[config.mk]
export PLATFORM = sky130hd
export DESIGN_NAME = flag_test_unit
export DESIGN_NICKNAME = d
export VERILOG_FILES = /design/src/rtl/flag_pkg.sv /design/src/rtl/flag_grp_dec.sv /design/src/rtl/flag_reg.sv /design/src/rtl/flag_cond_mux.sv /design/src/rtl/flag_test_unit.sv
export SDC_FILE = /design/constraint.sdc
export NUM_CORES = 1
export LEC_CHECK = 0
export ABC_AREA = 1
export ABC_CLOCK_PERIOD_IN_PS = 1340
export CAP_MARGIN = 0
export CELL_PAD_IN_SITES_DETAIL_PLACEMENT = 0
export CELL_PAD_IN_SITES_GLOBAL_PLACEMENT = 1
export CORE_AREA = 4 4 53 55
export CTS_CLUSTER_DIAMETER = 150
export DETAILED_ROUTE_END_ITERATION = 8
export DIE_AREA = 0 0 57 59
export GPL_ROUTABILITY_DRIVEN = 0
export PLACE_DENSITY = 0.92
export RECOVER_POWER = 100
export SLEW_MARGIN = 20
export SYNTH_ARGS = -nofsm -noshare
export SYNTH_HDL_FRONTEND = slang
export SYNTH_SLANG_ARGS = --single-unit
[constraint.sdc]
create_clock -name clk_i -period 1.34 [get_ports clk_i]
set_clock_uncertainty 0.05 [all_clocks]
set_input_delay 0.134 -clock clk_i [delete_from_list [all_inputs] [get_ports clk_i]]
set_output_delay 0.134 -clock clk_i [all_outputs]
set_load 0.03 [all_outputs]
[src/rtl/flag_pkg.sv]
package flag_pkg;
  localparam int CODE_W = 5;
  localparam int SEL_W  = 4;
  localparam int FLAG_W = 8;
  localparam int ARITH_W = 4;

  localparam logic [CODE_W-1:0] GRP_ARITH = 5'd3;
  localparam logic [CODE_W-1:0] GRP_LINK  = 5'd5;
  localparam logic [CODE_W-1:0] GRP_USR1  = 5'd6;
  localparam logic [CODE_W-1:0] GRP_USR2  = 5'd9;
  localparam logic [CODE_W-1:0] GRP_USR3  = 5'd10;

  // packed order fixes save-word layout: bit0 = zro ... bit7 = usr3
  typedef struct packed {
    logic usr3;
    logic usr2;
    logic usr1;
    logic lnk;
    logic ovr;
    logic neg;
    logic cry;
    logic zro;
  } flags_t;

  typedef enum logic [SEL_W-1:0] {
    TS_SLE  = 4'h0,
    TS_SLT  = 4'h1,
    TS_EQ   = 4'h2,
    TS_OVF  = 4'h3,
    TS_ULE  = 4'h4,
    TS_CRY  = 4'h5,
    TS_ZORC = 4'h6,
    TS_NEG  = 4'h7,
    TS_LNK  = 4'h8,
    TS_USR1 = 4'h9,
    TS_USR2 = 4'hA,
    TS_USR3 = 4'hB
  } test_sel_e;
endpackage

[src/rtl/flag_grp_dec.sv]
module flag_grp_dec
  import flag_pkg::*;
(
  input  logic              en_i,
  input  logic [CODE_W-1:0] code_i,
  output flags_t            mask_o
);
  always_comb begin
    mask_o = '0;
    if (en_i) begin
      unique case (code_i)
        GRP_ARITH: begin
          mask_o.ovr = 1'b1;
          mask_o.neg = 1'b1;
          mask_o.cry = 1'b1;
          mask_o.zro = 1'b1;
        end
        GRP_LINK: mask_o.lnk  = 1'b1;
        GRP_USR1: mask_o.usr1 = 1'b1;
        GRP_USR2: mask_o.usr2 = 1'b1;
        GRP_USR3: mask_o.usr3 = 1'b1;
        default:  mask_o = '0;
      endcase
    end
  end
endmodule

[src/rtl/flag_reg.sv]
module flag_reg
  import flag_pkg::*;
(
  input  logic               clk_i,
  input  logic               rst_ni,
  input  logic               ld_en_i,
  input  logic [ARITH_W-1:0] alu_flags_i,
  input  flags_t             set_mask_i,
  input  flags_t             clr_mask_i,
  output flags_t             q_o
);
  flags_t q, after_ld, nxt;

  // ALU load first, then group commands; set beats clear
  always_comb begin
    after_ld = q;
    if (ld_en_i) begin
      after_ld.ovr = alu_flags_i[3];
      after_ld.neg = alu_flags_i[2];
      after_ld.cry = alu_flags_i[1];
      after_ld.zro = alu_flags_i[0];
    end
    nxt = (after_ld & ~clr_mask_i) | set_mask_i;
  end

  always_ff @(posedge clk_i or negedge rst_ni) begin
    if (!rst_ni) q <= '0;
    else         q <= nxt;
  end

  assign q_o = q;
endmodule

[src/rtl/flag_cond_mux.sv]
module flag_cond_mux
  import flag_pkg::*;
(
  input  flags_t           flags_i,
  input  logic [SEL_W-1:0] sel_i,
  output logic             cond_o
);
  localparam int N_SEL = 1 << SEL_W;

  logic [N_SEL-1:0] tv;
  logic             sgn_lt;

  assign sgn_lt = flags_i.neg ^ flags_i.ovr;

  always_comb begin
    tv           = '0;
    tv[TS_SLE]   = sgn_lt | flags_i.zro;
    tv[TS_SLT]   = sgn_lt;
    tv[TS_EQ]    = flags_i.zro;
    tv[TS_OVF]   = flags_i.ovr;
    tv[TS_ULE]   = ~flags_i.cry | flags_i.zro;
    tv[TS_CRY]   = flags_i.cry;
    tv[TS_ZORC]  = flags_i.zro | flags_i.cry;
    tv[TS_NEG]   = flags_i.neg;
    tv[TS_LNK]   = flags_i.lnk;
    tv[TS_USR1]  = flags_i.usr1;
    tv[TS_USR2]  = flags_i.usr2;
    tv[TS_USR3]  = flags_i.usr3;
  end

  assign cond_o = tv[sel_i];
endmodule

[src/rtl/flag_test_unit.sv]
module flag_test_unit
  import flag_pkg::*;
#(
  parameter int DATA_W = 16
) (
  input  logic               clk_i,
  input  logic               rst_ni,
  input  logic [ARITH_W-1:0] alu_flags_i,
  input  logic               stat_en_i,
  input  logic               set_i,
  input  logic               clr_i,
  input  logic [CODE_W-1:0]  grp_code_i,
  input  logic [SEL_W-1:0]   test_sel_i,
  output logic               cond_o,
  output logic [DATA_W-1:0]  stat_word_o
);
  flags_t set_mask, clr_mask, flags;
  logic [FLAG_W-1:0] flag_vec;

  flag_grp_dec i_set_dec (.en_i(set_i), .code_i(grp_code_i), .mask_o(set_mask));
  flag_grp_dec i_clr_dec (.en_i(clr_i), .code_i(grp_code_i), .mask_o(clr_mask));

  flag_reg i_reg (
    .clk_i       (clk_i),
    .rst_ni      (rst_ni),
    .ld_en_i     (stat_en_i),
    .alu_flags_i (alu_flags_i),
    .set_mask_i  (set_mask),
    .clr_mask_i  (clr_mask),
    .q_o         (flags)
  );

  flag_cond_mux i_mux (.flags_i(flags), .sel_i(test_sel_i), .cond_o(cond_o));

  assign flag_vec    = flags;
  assign stat_word_o = DATA_W'(flag_vec);
endmodule

==> results of run 1 <==
-- worst max-delay path, cell delays in order, from the launching register on --
cell and delay, ns:
dfrtp_1 0.40, inv_2 0.07, nand2_1 0.05, nand2_1 0.06
nand2_1 0.04, nand3_1 0.06, nand3_1 0.07, nand2_1 0.06
nand2_1 0.05, buf_6 0.13
-- routing by layer --
layer	global-route usage (%)	up-vias
li1	-	331
met1	8.22	260
met2	16.3	22
met3	3.05	3
met4	5.96	0
met5	0	-
-- power breakdown --
part | total [mW] | switching [mW] | internal (mW)
clock | 0.176 | 0.0740 | 0.102
combinational | 0.362 | 0.221 | 0.141
sequential | 0.314 | 0.0309 | 0.283
-- how the worst min path moves through the flow --
| stage | slack (ns) | cells past startpoint | endpoint | start |
|---|---|---|---|---|
| floorplan | -0.21 | 0 | i_reg.q_o[0] | rst_ni |
| global placement | 0.37 | 1 | i_reg.q_o[1] | rst_ni |
| detailed placement | 0.37 | 1 | i_reg.q_o[1] | rst_ni |
| CTS | 0.10 | 1 | i_reg.q_o[1] | rst_ni |
| global route | 0.20 | 1 | i_reg.q_o[1] | rst_ni |
| finish | 0.17 | 1 | i_reg.q_o[1] | rst_ni |
-- final cells by class --
cell class,instances,area [um^2]
tap,30,37.5
clock buffer,3,22.5
fill,280,1500
multi-input combinational,67,293
sequential,8,200
timing repair buffer,31,288
inverter,12,45.0
-- kinds of logic after synthesis --
family | after synthesis
compound gates | 15
buf+inv | 20
simple gates | 43
flops | 8
mux | 1
other cells | 1
-- synthesized netlist by cell type, drive strengths merged --
cell | n | area, um^2
buf | 8 | 60.1
mux2 | 1 | 11.3
nand2 | 28 | 108
nor3 | 1 | 5.00
nand3 | 9 | 45.0
nor2 | 5 | 18.8
conb | 1 | 3.75
dfrtp | 8 | 200
inv | 12 | 45.0
o21ai | 13 | 65.1
a21oi | 2 | 10.0
-- through the flow --
stage	cells	instance area, um^2
after floorplan	95	598
after global placement	148	871
after detailed placement	148	871
after CTS	151	886
after global routing	151	886
final	151	886
-- timing repair --
item                                   in CTS  in global routing
pin swaps                                   0                  0
gates resized for setup                    13                  1
cloned                                      0                  0
endpoints found under the hold margin       0                  0
setup endpoints to repair                   9                  1
==> report_table.html, run 1 <==
<table>
<tr><th>Metric</th><th>Value</th></tr>
<tr><th colspan="2">Pwr</th></tr>
<tr><td>Power density over the cells</td><td>slightly below 1000 mW/mm^2</td></tr>
<tr><td>Cell leakage power</td><td>~0.46 nW</td></tr>
<tr><td>Overall power consumption</td><td>about 850 uW</td></tr>
<tr><td>Peak ir drop on the vdd network</td><td>between 0.3 and 0.4 mV</td></tr>
<tr><th colspan="2">Yosys</th></tr>
<tr><td>Number of warnings issued by yosys</td><td>0</td></tr>
<tr><td>Count of different cell masters after synthesis</td><td>13</td></tr>
<tr><td>Synth Area in Simple Gates</td><td>between 30% and 40%</td></tr>
<tr><td>Portion of the post-synthesis area used by sequential elements</td><td>a little over a third</td></tr>
<tr><td>Synth Area in Compound Gates</td><td>about an eighth</td></tr>
<tr><td>Adder and majority gate portion of the synthesized area</td><td>0%</td></tr>
<tr><td>Cell count after synthesis</td><td>between 80 and 90</td></tr>
<tr><td>Xor/xnor share of the synthesized area</td><td>0%</td></tr>
<tr><td>Main combinational cell family by area after synthesis</td><td>simple AND/OR/NAND/NOR gates</td></tr>
<tr><td>Netlist area before placement</td><td>572 um^2</td></tr>
<tr><td>Multiplexer area fraction after synthesis</td><td>1.97%</td></tr>
<tr><td>Number of flip-flops and latches in the synthesized netlist</td><td>8</td></tr>
<tr><td>Average instance area after synthesis</td><td>around 6.5 um^2</td></tr>
<tr><th colspan="2">Placed design</th></tr>
<tr><td>HPWL Detailed</td><td>1230 um</td></tr>
<tr><td>Worst slack at placement</td><td>-0.168 ns</td></tr>
<tr><td>Number of port buffers</td><td>26</td></tr>
<tr><th colspan="2">Critical path</th></tr>
<tr><td>Register-to-Register Path Depth</td><td>4</td></tr>
<tr><td>Reg-to-Reg Start</td><td>i_reg.q_o[0]</td></tr>
<tr><td>Destination of the critical timing path</td><td>cond_o</td></tr>
<tr><td>Endpoint kind of the worst setup timing path</td><td>output pin</td></tr>
<tr><td>FF-to-FF End</td><td>i_reg.q_o[0]</td></tr>
<tr><td>Path type of the worst setup path</td><td>register to output pin</td></tr>
<tr><td>Register-to-register path setup slack</td><td>a little over 0.3 ns</td></tr>
<tr><td>Crit path arrival time</td><td>around 1.2 ns</td></tr>
<tr><td>Sort of element at the start of the critical path</td><td>register</td></tr>
<tr><td>Crit path required time</td><td>between 1 and 1.5 ns</td></tr>
<tr><td>Worst setup startpoint</td><td>i_reg.q_o[2]</td></tr>
<tr><td>Max FO, Critical Path</td><td>3</td></tr>
<tr><th colspan="2">Detailed routing</th></tr>
<tr><td>Detailed-route wire length</td><td>1360 um</td></tr>
<tr><td>Total met2 wirelength after detailed routing</td><td>~730 um</td></tr>
<tr><td>Number of detailed-routing iterations run before antenna repair</td><td>4</td></tr>
<tr><td>Average detailed-routed wire length per instance</td><td>9.03 um</td></tr>
<tr><td>Remaining DRCs</td><td>0</td></tr>
<tr><td>Top routing layer in use</td><td>met4</td></tr>
<tr><td>Count of vias placed by the detailed router</td><td>~600</td></tr>
<tr><td>Antenna violation net count after detailed routing</td><td>0</td></tr>
<tr><td>WL met3</td><td>128 um</td></tr>
<tr><td>Iteration-0 DRC count of the detailed router</td><td>9</td></tr>
<tr><td>Met1 Wirelength</td><td>476 um</td></tr>
<tr><td>Via density per instance</td><td>4.08</td></tr>
<tr><th colspan="2">Global routing</th></tr>
<tr><td>Final global-route overflow total</td><td>0</td></tr>
<tr><td>Number of antenna violations at the first check in global routing</td><td>0</td></tr>
<tr><td>Largest net degree at the start of global routing</td><td>9</td></tr>
<tr><td>Total GRT Usage</td><td>around 9%</td></tr>
<tr><td>Global-route wire length before repair</td><td>about 2200 um</td></tr>
<tr><td>Vias in the first global route</td><td>approximately 600</td></tr>
<tr><th colspan="2">Run status</th></tr>
<tr><td>Run status</td><td>finished with violations</td></tr>
<tr><td>Failing checks</td><td>setup timing</td></tr>
<tr><th colspan="2">Clock tree</th></tr>
<tr><td>Total clock buffers created by CTS</td><td>3</td></tr>
<tr><td>Later-pin clock latency in the skew report</td><td>between 0.2 and 0.3 ns</td></tr>
<tr><td>Cell at the root of the clock tree</td><td>clkbuf_4</td></tr>
<tr><td>CTS H-tree depth</td><td>1</td></tr>
<tr><td>Post CTS Setup Buffer Count</td><td>0</td></tr>
<tr><td>Number of clock sinks</td><td>8</td></tr>
<tr><td>Maximum clock path buffer count</td><td>2</td></tr>
<tr><td>Register clock-pin slew on the reported worst setup and hold paths</td><td>roughly 0.05 ns</td></tr>
<tr><td>CTS tree</td><td>built</td></tr>
<tr><td>Number of hold buffers added after cts</td><td>0</td></tr>
<tr><th colspan="2">Layout</th></tr>
<tr><td>Most common cell after layout, fill and taps aside</td><td>nand2_1</td></tr>
<tr><td># diodes</td><td>0</td></tr>
<tr><td>Number of flip-flops under the largest register name</td><td>8</td></tr>
<tr><td>Utilization after layout</td><td>between 30% and 40%</td></tr>
<tr><td>Layout cells sized above 1</td><td>11.6%</td></tr>
<tr><td>Area overhead of the layout relative to synthesis</td><td>54.9%</td></tr>
<tr><td>Highest-count cells in the layout ignoring fill and taps</td><td>nand2_1, clkdlybuf4s50_1, o21ai_0</td></tr>
<tr><td>Number of nets in the layout</td><td>141</td></tr>
<tr><th colspan="2">Timing</th></tr>
<tr><td>RSZ-0062 raised after global routing</td><td>yes</td></tr>
<tr><td>Post-route worst hold slack</td><td>between 0.15 and 0.2 ns</td></tr>
<tr><td>Setup-failing EPs final</td><td>1</td></tr>
<tr><td>Hold violation total from the final report</td><td>0</td></tr>
<tr><td>Final worst-path cycle share</td><td>106%</td></tr>
<tr><td>Maximum clock frequency</td><td>~710 MHz</td></tr>
<tr><td>PnR worst setup slack</td><td>-0.0777 ns</td></tr>
<tr><td>Max-slew violation count</td><td>0</td></tr>
<tr><td>Final-layout setup total negative slack</td><td>-0.0777 ns</td></tr>
<tr><td>Final period demand of the worst path</td><td>between 1 and 1.5 ns</td></tr>
<tr><th colspan="2">Floorplan</th></tr>
<tr><td>Chip Width</td><td>~57 um</td></tr>
<tr><td>Cell row count</td><td>18</td></tr>
<tr><td>Die height</td><td>just under 60 um</td></tr>
<tr><td>Area of the placeable core</td><td>0.00239 mm^2</td></tr>
<tr><td>Die Area</td><td>between 0.003 and 0.004 mm^2</td></tr>
<tr><td>Initial cell density of the core</td><td>24.0%</td></tr>
<tr><td>Ports</td><td>35</td></tr>
<tr><th colspan="2">Flow run</th></tr>
<tr><td>Max Cap Violations</td><td>0</td></tr>
<tr><th colspan="2">Hold path</th></tr>
<tr><td>Worst min path class</td><td>input pin to async pin</td></tr>
</table>
(Power assumes the default switching activity.)
==> run 2, diff against run 1 <==
HOLD_SLACK_MARGIN = 0.08   (was unset)
==> results of run 2 <==
Final layout, timing and power as in run 1 (identical DEF).
==> run 3, diff against run 2 <==
CORE_AREA = 4 4 51 58   (was 4 4 53 55)
DIE_AREA = 0 0 55 62   (was 0 0 57 59)
PLACE_DENSITY = 0.91   (was 0.92)
==> run 3 against run 2 <==
Net effect:
- the flow still finishes with violations (setup timing)
- via count grew 2.8%
- cell count grew 0.66%
- hold slack lost 0.0042 ns
- design area grew 0.42%
- global-route usage grew 0.59 points
- sequential share of layout area shrank 0.095 points
- sequential power is essentially flat
- register-to-register slack gained 0.12 ns
- critical endpoint unchanged
- core utilization shrank 0.056 points
==> report_table.html, run 3 (synthesized netlist as in run 1, its figures left out) <==
<table>
<tr><th>Metric</th><th>Value</th></tr>
<tr><th colspan="2">Layout</th></tr>
<tr><td>Number of fill cells in the layout</td><td>~270</td></tr>
<tr><td>Area overhead of the layout relative to synthesis</td><td>55.6%</td></tr>
<tr><td>Highest-count cells in the layout ignoring fill and taps</td><td>nand2_1, clkdlybuf4s50_1, o21ai_0, inv_1, nand3_1</td></tr>
<tr><td>Number of flip-flops under the largest register name</td><td>8</td></tr>
<tr><td>Most common cell after layout, fill and taps aside</td><td>nand2_1</td></tr>
<tr><td>Final instance area</td><td>890 um^2</td></tr>
<tr><td># diodes</td><td>0</td></tr>
<tr><td>Area occupied by multi-input gates</td><td>about 300 um^2</td></tr>
<tr><td>FF+latch area</td><td>around 200 um^2</td></tr>
<tr><td>Utilization after layout</td><td>37.1%</td></tr>
<tr><td>Layout cells sized above 1</td><td>between 10% and 20%</td></tr>
<tr><td>Number of nets in the layout</td><td>approximately 140</td></tr>
<tr><td>Non-Filler Instances</td><td>152</td></tr>
<tr><th colspan="2">Floorplan</th></tr>
<tr><td>Die Area</td><td>between 0.003 and 0.004 mm^2</td></tr>
<tr><td>Die height</td><td>between 60 and 70 um</td></tr>
<tr><td>Initial cell density of the core</td><td>between 20% and 30%</td></tr>
<tr><td>Ports</td><td>35</td></tr>
<tr><td>Area of the placeable core</td><td>0.00240 mm^2</td></tr>
<tr><td>Chip Width</td><td>around 55 um</td></tr>
<tr><td>Cell row count</td><td>19</td></tr>
<tr><th colspan="2">Timing</th></tr>
<tr><td>Post-route worst hold slack</td><td>0.165 ns</td></tr>
<tr><td>Maximum clock frequency</td><td>just under 700 MHz</td></tr>
<tr><td>RSZ-0062 raised after global routing</td><td>yes</td></tr>
<tr><td>Final-layout setup total negative slack</td><td>-0.109 ns</td></tr>
<tr><td>Max-slew violation count</td><td>0</td></tr>
<tr><td>Setup-failing EPs final</td><td>1</td></tr>
<tr><td>PnR worst setup slack</td><td>-0.109 ns</td></tr>
<tr><td>Final period demand of the worst path</td><td>between 1 and 1.5 ns</td></tr>
<tr><td>Hold violation total from the final report</td><td>0</td></tr>
<tr><td>Final worst-path cycle share</td><td>108%</td></tr>
<tr><th colspan="2">Pwr</th></tr>
<tr><td>Overall power consumption</td><td>857 uW</td></tr>
<tr><td>Power density over the cells</td><td>963 mW/mm^2</td></tr>
<tr><td>Peak ir drop on the vdd network</td><td>0.377 mV</td></tr>
<tr><td>Cell leakage power</td><td>between 0.4 and 0.5 nW</td></tr>
<tr><th colspan="2">Global routing</th></tr>
<tr><td>Total GRT Usage</td><td>under 10%</td></tr>
<tr><td>Vias in the first global route</td><td>564</td></tr>
<tr><td>Final global-route overflow total</td><td>0</td></tr>
<tr><td>Global-route wire length before repair</td><td>2200 um</td></tr>
<tr><td>Number of antenna violations at the first check in global routing</td><td>0</td></tr>
<tr><td>Largest net degree at the start of global routing</td><td>9</td></tr>
<tr><th colspan="2">Critical path</th></tr>
<tr><td>Crit path arrival time</td><td>about 1.3 ns</td></tr>
<tr><td>Max FO, Critical Path</td><td>3</td></tr>
<tr><td>Sort of element at the start of the critical path</td><td>register</td></tr>
<tr><td>Endpoint kind of the worst setup timing path</td><td>output pin</td></tr>
<tr><td>Crit path required time</td><td>1.16 ns</td></tr>
<tr><td>Path type of the worst setup path</td><td>register to output pin</td></tr>
<tr><th colspan="2">Detailed routing</th></tr>
<tr><td>Antenna violation net count after detailed routing</td><td>0</td></tr>
<tr><td>Detailed-route wire length</td><td>~1400 um</td></tr>
<tr><td>Average detailed-routed wire length per instance</td><td>around 9.5 um</td></tr>
<tr><td>Count of vias placed by the detailed router</td><td>633</td></tr>
<tr><td>Iteration-0 DRC count of the detailed router</td><td>12</td></tr>
<tr><td>Number of detailed-routing iterations run before antenna repair</td><td>4</td></tr>
<tr><td>Via density per instance</td><td>4.16</td></tr>
<tr><td>Remaining DRCs</td><td>0</td></tr>
<tr><th colspan="2">Run status</th></tr>
<tr><td>Run status</td><td>finished with violations</td></tr>
<tr><td>Failing checks</td><td>setup timing</td></tr>
<tr><th colspan="2">Clock tree</th></tr>
<tr><td>Cell at the root of the clock tree</td><td>clkbuf_4</td></tr>
<tr><td>CTS tree</td><td>built</td></tr>
<tr><td>CTS H-tree depth</td><td>1</td></tr>
<tr><td>Total clock buffers created by CTS</td><td>3</td></tr>
<tr><td>Register clock-pin slew on the reported worst setup and hold paths</td><td>around 0.05 ns</td></tr>
<tr><td>Number of clock sinks</td><td>8</td></tr>
<tr><td>Maximum clock path buffer count</td><td>2</td></tr>
<tr><td>Number of hold buffers added after cts</td><td>0</td></tr>
<tr><td>Later-pin clock latency in the skew report</td><td>about 0.25 ns</td></tr>
<tr><th colspan="2">Placed design</th></tr>
<tr><td>Number of port buffers</td><td>26</td></tr>
<tr><td>Post-place instance area</td><td>between 800 and 900 um^2</td></tr>
<tr><td>HPWL Detailed</td><td>roughly 1200 um</td></tr>
<tr><td>Worst slack at placement</td><td>-0.180 ns</td></tr>
<tr><td>Inst Count DP</td><td>between 100 and 150</td></tr>
<tr><th colspan="2">Flow run</th></tr>
<tr><td>Max Cap Violations</td><td>0</td></tr>
<tr><th colspan="2">Hold path</th></tr>
<tr><td>Worst min path class</td><td>input pin to async pin</td></tr>
</table>
## run 3: worst paths after layout
kind                       slack, ns    startpoint  depth (start not counted)      endpoint
setup / recovery               -0.11  i_reg.q_o[2]                          9        cond_o
hold / removal                  0.17        rst_ni                          1  i_reg.q_o[3]
setup reg to reg                0.43  i_reg.q_o[0]                          3  i_reg.q_o[0]
hold reg to reg                 0.49  i_reg.q_o[4]                          2  i_reg.q_o[4]
max in group asynchronous       0.83        rst_ni                          1  i_reg.q_o[5]
min in group clk_i              0.48         set_i                          3  i_reg.q_o[5]
## run 3: layout make-up
cell class                 count  share of cell area, %
tap                           31                   4.36
sequential                     8                   22.5
inverter                      12                   5.06
multi-input combinational     67                   33.6
clock buffer                   3                   2.53
timing repair buffer          31                   31.9
## run 3: where the power goes
part | switching [mW] | leakage [nW] | internal, mW
clock network | 0.0745 | 0.0138 | 0.102
logic | 0.223 | 0.349 | 0.141
registers | 0.0335 | 0.0971 | 0.283
total | 0.331 | 0.460 | 0.526
## run 3: per-layer routing
metal  up-vias  wire length, um  global-route usage (%)
li1        328                -                       -
met1       279              560                    9.50
met2        21              729                    16.6
met3         5               99                    2.15
met4         0               47                    7.29
met5         -                0                       0
## run 3: worst max-delay path: stages, from the launching register on
cell	delay, ns
dfrtp_1	0.40
inv_2	0.08
nand2_1	0.05
nand2_1	0.07
nand2_1	0.04
nand3_1	0.06
nand3_1	0.07
nand2_1	0.07
nand2_2	0.05
buf_6	0.13
## run 3: what timing repair did
action                                  4_1_cts  5_1_grt
gates cloned                                  0        0
endpoints found under the setup margin        9        1
hold endpoints to repair                      0        0
resized for setup                            13        3
buffers inserted                              0        1
